**config.mk**
```make
export PLATFORM = sky130hd
export DESIGN_NAME = hp_event_ctrl
export DESIGN_NICKNAME = d
export VERILOG_FILES = /design/src/rtl/hp_event_pkg.sv /design/src/rtl/hp_gpe_regs.sv /design/src/rtl/hp_slot_maps.sv /design/src/rtl/hp_eject_enc.sv /design/src/rtl/hp_event_ctrl.sv
export SDC_FILE = /design/constraint.sdc
export NUM_CORES = 1
export LEC_CHECK = 0
export ABC_AREA = 1
export BUFFER_PORTS_ARGS = -buffer_cell sky130_fd_sc_hd__buf_2
export CAP_MARGIN = 20
export CORE_ASPECT_RATIO = 1.2
export CORE_MARGIN = 3
export CORE_UTILIZATION = 51
export DETAILED_ROUTE_END_ITERATION = 10
export HOLD_SLACK_MARGIN = 0.1
export PLACE_DENSITY = 0.87
export SLEW_MARGIN = 20
export SYNTH_ARGS = -nofsm -noshare
export SYNTH_HDL_FRONTEND = slang
export SYNTH_HIERARCHICAL = 1
export SYNTH_SLANG_ARGS = --single-unit
```
**constraint.sdc**
```tcl
create_clock -name clk_i -period 0.8 [get_ports clk_i]
set_clock_uncertainty 0.1 [all_clocks]
set_input_delay 0.04 -clock clk_i [delete_from_list [all_inputs] [get_ports clk_i]]
set_output_delay 0.04 -clock clk_i [all_outputs]
set_load 0.05 [all_outputs]
```
**src/rtl/hp_event_pkg.sv**
```systemverilog
package hp_event_pkg;
  parameter int unsigned SLOTS     = 32;
  parameter int unsigned GPE_BYTES = 2;
  parameter int unsigned HP_BIT    = 1;
  parameter int unsigned SL_AW     = 4;
  localparam int unsigned SLOT_W   = $clog2(SLOTS);
  localparam int unsigned GPE_W    = 8 * GPE_BYTES;
  localparam int unsigned EV_AW    = $clog2(2 * GPE_BYTES);
  localparam logic [SL_AW-1:0] OFF_INS = 4'h0;
  localparam logic [SL_AW-1:0] OFF_REM = 4'h4;
  localparam logic [SL_AW-1:0] OFF_EJ  = 4'h8;
endpackage

```
**src/rtl/hp_gpe_regs.sv**
```systemverilog
module hp_gpe_regs
  import hp_event_pkg::*;
(
  input  logic             clk_i,
  input  logic             rst_ni,
  input  logic             wr_i,
  input  logic [EV_AW-1:0] addr_i,
  input  logic [7:0]       wdata_i,
  input  logic             set_evt_i,
  output logic [GPE_W-1:0] status_o,
  output logic [GPE_W-1:0] enable_o
);
  for (genvar l = 0; l < GPE_BYTES; l++) begin : g_lane
    localparam logic [EV_AW-1:0] STS_OFF = EV_AW'(l);
    localparam logic [EV_AW-1:0] EN_OFF  = EV_AW'(GPE_BYTES + l);
    logic [7:0] sts_q, en_q, sts_d, set_m;

    always_comb begin
      set_m = '0;
      if (set_evt_i && (HP_BIT / 8 == l)) set_m[HP_BIT % 8] = 1'b1;
      sts_d = sts_q;
      if (wr_i && addr_i == STS_OFF) sts_d = sts_q & ~wdata_i;
      sts_d = sts_d | set_m;  // event set beats W1C
    end

    always_ff @(posedge clk_i or negedge rst_ni) begin
      if (!rst_ni) begin
        sts_q <= '0;
        en_q  <= '0;
      end else begin
        sts_q <= sts_d;
        if (wr_i && addr_i == EN_OFF) en_q <= wdata_i;
      end
    end

    assign status_o[8*l +: 8] = sts_q;
    assign enable_o[8*l +: 8] = en_q;
  end
endmodule

```
**src/rtl/hp_slot_maps.sv**
```systemverilog
module hp_slot_maps
  import hp_event_pkg::*;
(
  input  logic              clk_i,
  input  logic              rst_ni,
  input  logic              wr_ins_i,
  input  logic              wr_rem_i,
  input  logic [SLOTS-1:0]  wdata_i,
  input  logic              hp_valid_i,
  input  logic [SLOT_W-1:0] hp_slot_i,
  input  logic              hp_insert_i,
  output logic [SLOTS-1:0]  ins_o,
  output logic [SLOTS-1:0]  rem_o
);
  logic [SLOTS-1:0] ins_q, rem_q, onehot;

  assign onehot = SLOTS'(1) << hp_slot_i;

  always_ff @(posedge clk_i or negedge rst_ni) begin
    if (!rst_ni) begin
      ins_q <= '0;
      rem_q <= '0;
    end else if (hp_valid_i) begin
      ins_q <= hp_insert_i ? onehot : '0;
      rem_q <= hp_insert_i ? '0 : onehot;
    end else begin
      if (wr_ins_i) ins_q <= wdata_i;
      if (wr_rem_i) rem_q <= wdata_i;
    end
  end

  assign ins_o = ins_q;
  assign rem_o = rem_q;
endmodule

```
**src/rtl/hp_eject_enc.sv**
```systemverilog
module hp_eject_enc
  import hp_event_pkg::*;
(
  input  logic              clk_i,
  input  logic              rst_ni,
  input  logic              wr_i,
  input  logic [SLOTS-1:0]  wdata_i,
  output logic              valid_o,
  output logic [SLOT_W-1:0] slot_o
);
  logic [SLOT_W-1:0] low_idx;

  always_comb begin
    low_idx = '0;
    for (int i = SLOTS - 1; i >= 0; i--) begin
      if (wdata_i[i]) low_idx = SLOT_W'(i);
    end
  end

  always_ff @(posedge clk_i or negedge rst_ni) begin
    if (!rst_ni) begin
      valid_o <= 1'b0;
      slot_o  <= '0;
    end else begin
      valid_o <= wr_i && (wdata_i != '0);
      if (wr_i) slot_o <= low_idx;
    end
  end
endmodule

```
**src/rtl/hp_event_ctrl.sv**
```systemverilog
module hp_event_ctrl
  import hp_event_pkg::*;
(
  input  logic              clk_i,
  input  logic              rst_ni,
  input  logic              ev_req_i,
  input  logic              ev_we_i,
  input  logic [EV_AW-1:0]  ev_addr_i,
  input  logic [7:0]        ev_wdata_i,
  output logic [7:0]        ev_rdata_o,
  input  logic              sl_req_i,
  input  logic              sl_we_i,
  input  logic [SL_AW-1:0]  sl_addr_i,
  input  logic [SLOTS-1:0]  sl_wdata_i,
  output logic [SLOTS-1:0]  sl_rdata_o,
  input  logic              hp_valid_i,
  input  logic [SLOT_W-1:0] hp_slot_i,
  input  logic              hp_insert_i,
  output logic              irq_o,
  output logic              eject_valid_o,
  output logic [SLOT_W-1:0] eject_slot_o
);
  logic [GPE_W-1:0] status, enable;
  logic [SLOTS-1:0] ins_map, rem_map;
  logic             sl_wr, irq_q;
  logic [2*GPE_W-1:0] ev_file;

  assign sl_wr = sl_req_i && sl_we_i;

  hp_gpe_regs u_gpe (
    .clk_i, .rst_ni,
    .wr_i      (ev_req_i && ev_we_i),
    .addr_i    (ev_addr_i),
    .wdata_i   (ev_wdata_i),
    .set_evt_i (hp_valid_i),
    .status_o  (status),
    .enable_o  (enable)
  );

  hp_slot_maps u_maps (
    .clk_i, .rst_ni,
    .wr_ins_i    (sl_wr && sl_addr_i == OFF_INS),
    .wr_rem_i    (sl_wr && sl_addr_i == OFF_REM),
    .wdata_i     (sl_wdata_i),
    .hp_valid_i,
    .hp_slot_i,
    .hp_insert_i,
    .ins_o       (ins_map),
    .rem_o       (rem_map)
  );

  hp_eject_enc u_ej (
    .clk_i, .rst_ni,
    .wr_i    (sl_wr && sl_addr_i == OFF_EJ),
    .wdata_i (sl_wdata_i),
    .valid_o (eject_valid_o),
    .slot_o  (eject_slot_o)
  );

  always_ff @(posedge clk_i or negedge rst_ni) begin
    if (!rst_ni) irq_q <= 1'b0;
    else         irq_q <= hp_valid_i && enable[HP_BIT];
  end
  assign irq_o = irq_q;

  assign ev_file    = {enable, status};
  assign ev_rdata_o = ev_file[8*ev_addr_i +: 8];

  always_comb begin
    unique case (sl_addr_i)
      OFF_INS: sl_rdata_o = ins_map;
      OFF_REM: sl_rdata_o = rem_map;
      default: sl_rdata_o = '0;
    endcase
  end
endmodule

```
==> results of run 1 <==
cells by family after synthesis:
| family | synth area share [%] |
|---|---|
| DFF | 41.4 |
| and+or+nand+nor | 34.9 |
| AOI/OAI and AO/OA | 12.0 |
| buffers and inverters | 11.6 |
synth_stat cells (14+ instances only):
| library cell | count | area share (%) |
|---|---|---|
| nor2_1 | 130 | 7.8 |
| inv_1 | 101 | 6.1 |
| buf_2 | 24 | 1.9 |
| nand2_1 | 179 | 11 |
| o21ai_0 | 48 | 3.9 |
| nand4_1 | 48 | 4.8 |
| nand3_1 | 100 | 8.0 |
| clkbuf_1 | 14 | 0.84 |
| dfrtp_1 | 103 | 41 |
| a21oi_1 | 51 | 4.1 |
| o21ai_2 | 16 | 2.3 |
through the flow:
stage,setup TNS (ns),utilization [%],instances,hold WS [ns],worst slack [ns]
after CTS,-37.91,95.3,1303,-0.126,-0.988
after detailed placement,-68.46,76.6,1228,-0.182,-1.13
after global placement,-64.50,76.6,1228,-0.183,-1.11
after floorplan,-29.69,-,882,-0.356,-0.802
timing repair:
| action | CTS |
|---|---|
| pin swaps | 82 |
| cloned | 10 |
| resized for setup | 353 |
| hold buffers | 9 |
| endpoints found under the hold margin | 193 |
| setup buffers | 44 |
| setup endpoints to repair | 123 |
==> out/results.tsv, run 1 <==
metric	value	unit
die_x	107	µm
grt_max_degree	35	
cts_sinks	103	
tool.error	[ERROR DPL-0038] Utilization greater than 100%, impossible to legalize	
clock_path_buffers	2	
chipHeight	127	µm
initial_core_util	53.0	%
worstEndpointGrtRepair	u_ej/slot_o[0]$_DFFE_PN0P_/D	
syn_area	6220	µm²
htree_levels	3	
ys.flop_type	dfrtp_1	
synth-edff-count	0	
synth-seq-area-share	41.4	%
cts-root-buf	clkbuf_16	
fp-row-count	43	
synth_async_sr_flop_share	100	%
status	stopped before the end	
routabilityCongestion	0.942	
synth.distinct_cells	27	
cts_buffers	9	
synthCells	882	
synth.avg_cell_area	7.05	µm²
worst_endpoint_kind	register data pin	
haltStage	global routing	
placed_cell_area	8980	µm²
portBuffers	105	
ys_ff_latch	103	
ys_warn_count	6	
ios	106	
dp_hpwl	15500	µm
synth.net_count	941	
==> inputs of run 2 (changes only) <==
CORE_ASPECT_RATIO = unset   (was 1.2)
CORE_UTILIZATION = 40   (was 51)
HOLD_SLACK_MARGIN = unset   (was 0.1)
PLACE_DENSITY = unset   (was 0.87)
PLACE_DENSITY_LB_ADDON = 0.15   (was unset)
clock period = 1.04 ns   (was 0.8 ns; I/O delays follow)
==> run 2 against run 1 <==
  * The flow now finishes, with violations (hold timing, setup timing)
  * Synthesized area unchanged
  * Synthesized cell count is the same
==> out/results.tsv, run 2 <==
metric	value	unit	change
drtPass1Iterations	6		
ys.flop_type	dfrtp_1		
ys_warn_count	6		unchanged
final-hold-violation-count	2		
track_usage	24.7	%	
synth-seq-area-share	41.4	%	unchanged
worstSetupPathType	in2reg		
min_path_type	in2reg		
core_area	14900	µm²	
die_x	131	µm	+22%
switchingPower	0.00383	W	
grt_max_degree	33		
max_stage_delay	0.09	ns	
sw_frac_of_total	32.1	%	
drc	0		
finalMaxSlewViolations	0		
max_clock_freq	618	MHz	
yosys-top-cells-count	nand2_1 (179), nor2_1 (130), dfrtp_1 (103), inv_1 (101), nand3_1 (100)		
final_cell_mix	buf_4 (135), nand2_1 (134), dfrtp_1 (102)		
busiest_layer	met2		
synth_async_sr_flop_share	100	%	unchanged
clk_latency	0.35	ns	
vias	7195		
die_area	17100	µm²	
final_core_util	71.2	%	
syn_area	6220	µm²	unchanged
cts_buffers	9		unchanged
grt_pass1_wl	33400	µm	
synth-edff-count	0		unchanged
synth.net_count	941		unchanged
drt_iter0_drc	687		
slowest_stage	buf_8		
synthToLayoutAreaGrowth	70.2	%	
first_global_vias	6610		
ys_ff_latch	103		unchanged
violations	hold timing, setup timing		
totalWireLength	23200	µm	
antenna_cells	0		
worst_pin_slew	0.424	ns	
use_met1	32.8	%	
ant_nets	0		
p_int	0.00809	W	
initial_core_util	41.9	%	-11 points
synth-compound-area-share	12.0	%	unchanged
synthCells	882		unchanged
synth_top_family_by_area	simple AND/OR/NAND/NOR gates		
antenna_found_initial	0		
synth.avg_cell_area	7.05	µm²	unchanged
chipHeight	131	µm	+2.9%
synth.distinct_cells	27		unchanged
yosysTopAreaCell	dfrtp_1		
crit_fanout	2		
clk_pin_slew	0.07	ns	
synthAdderAreaFrac	0	%	unchanged
hold-worst-slack	-0.124	ns	
grt.met2_usage	41.5	%	
synth.most_common_cell	nand2_1		
p_clk_share	31.2	%	
synthTopCellsByArea	dfrtp_1 (41%), nand2_1 (11%), nand3_1 (8.0%)		
seq_power_share	38.7	%	
cts_hold_buf	18		+9
post_drt_wl_per_cell	17.3	µm	
overflow	0		
grt_use_met3	3.50	%	
portBuffers	105		unchanged
fin_ws	-0.579	ns	
cap_viol_max_count	0		
relSlewSlack	71.7	%	
dp_hpwl	14400	µm	-7.0%
clock_path_buffers	2		unchanged
critical_path_required	1.19	ns	
setup_viol	114		
drive_gt1_share	50.5	%	
fp-row-count	44		+2.3%
worstPathArrival	1.77	ns	
final_common_cell	buf_4		
htree_levels	3		unchanged
cts_sinks	103		unchanged
yosys.area_share.simple	34.9	%	unchanged
power	0.0119	W	
finalCriticalPeriod	1.62	ns	
cts-root-buf	clkbuf_16		
ios	106		unchanged
routabilityCongestion	0.838		-11%
cp_common_cell	nand2_1		
synth_top_area_share	41.4	%	unchanged
synthXorXnorAreaFrac	0	%	unchanged
fin_crit_sh	156	%	
status	finished with violations		
worst_setup_path_start_kind	input port		
power_density	1130	nW/µm²	
cts_tree	built		
muxShareOfSynthArea	0	%	unchanged
grt_setup_unrepaired	yes		
endpoint_kind	flop		
power_leakage	5.09	nW	
viasPerCell	5.37		
share_comb_of_total_power	30.1	%	
ir_drop	0.830	mV	
final_nets	1209		
-- run 2: cell counts after synthesis --
No cell type changed its count.
-- run 2: through the flow --
step	setup slack (ns)	hold WS (ns)	setup TNS [ns]	area (µm²)	instances
6_report	-0.579	-0.124	-16.29	10600	1339
5_1_grt	-0.810	-0.112	-21.44	10600	1339
4_1_cts	-0.559	0.00248	-9.52	9030	1295
3_5_place_dp	-0.978	-0.149	-35.95	7750	1231
3_3_place_gp	-0.961	-0.143	-35.39	7750	1231
2_1_floorplan	-0.574	-0.344	-8.55	6370	882
-- run 2: path summary, 6_finish.rpt --
path                                          start  slack (ns)                  endpoint  depth (start not counted)
hold / removal                        sl_wdata_i[0]       -0.12            u_ej/slot_o[2]                          4
max in group asynchronous                    rst_ni        0.37  u_gpe/g_lane[1].sts_q[2]                          3
setup reg to reg            u_gpe/g_lane[0].en_q[1]        0.03                     irq_o                          4
hold reg to reg            u_gpe/g_lane[1].sts_q[3]        0.37  u_gpe/g_lane[1].sts_q[3]                          2
setup / recovery                     sl_wdata_i[30]       -0.58            u_ej/slot_o[0]                         34
min in group asynchronous                    rst_ni        0.01  u_gpe/g_lane[0].sts_q[5]                          2
-- run 2: final cells by class --
cell class / count / area [µm²]
clock buffers: 9 / 225
clock inverters: 7 / 96.3
fillers: 1126 / 4280
inverters: 110 / 420
multi-input cells: 616 / 3990
flip-flops and latches: 103 / 2580
well taps: 184 / 230
repair buffers: 310 / 3050
-- run 2: power groups by stage --
| stage | Combinational [W] | Sequential, W | Clock, W |
|---|---|---|---|
| floorplan | 0.00145 | 0.00467 | 0 |
| global placement | 0.00243 | 0.00465 | 0 |
| detailed placement | 0.00244 | 0.00466 | 0 |
| CTS | 0.00287 | 0.00458 | 0.00380 |
| global route | 0.00386 | 0.00466 | 0.00393 |
| finish | 0.00359 | 0.00462 | 0.00372 |
-- run 2: repair_timing --
| item | CTS | global route |
|---|---|---|
| setup buffers | 31 | 42 |
| pin swaps | 47 | 94 |
| gates cloned | 2 | 5 |
| endpoints found under the setup margin | 94 | 111 |
| endpoints found under the hold margin | 151 | 2 |
| resized for setup | 145 | 304 |
-- run 2: worst max-delay path, delay by kind of cell --
kind          cells  cell delay (ns)
simple gates     32             1.59
buf+inv           2             0.12
-- run 2: kinds of logic (layout without fill, tap and decap cells) --
family	after synthesis	after routing
buffers and inverters	164	436
DFF	103	103
AOI/OAI and AO/OA	132	132
and+or+nand+nor	483	484
-- run 2: metal layers --
metal	vias to the layer above	share of wire [%]
li1	3407	-
met1	3448	41
met4	0	2.8
met5	-	0
met2	282	51
met3	58	5.9
Note: power is estimated with default switching activity, not from simulation.
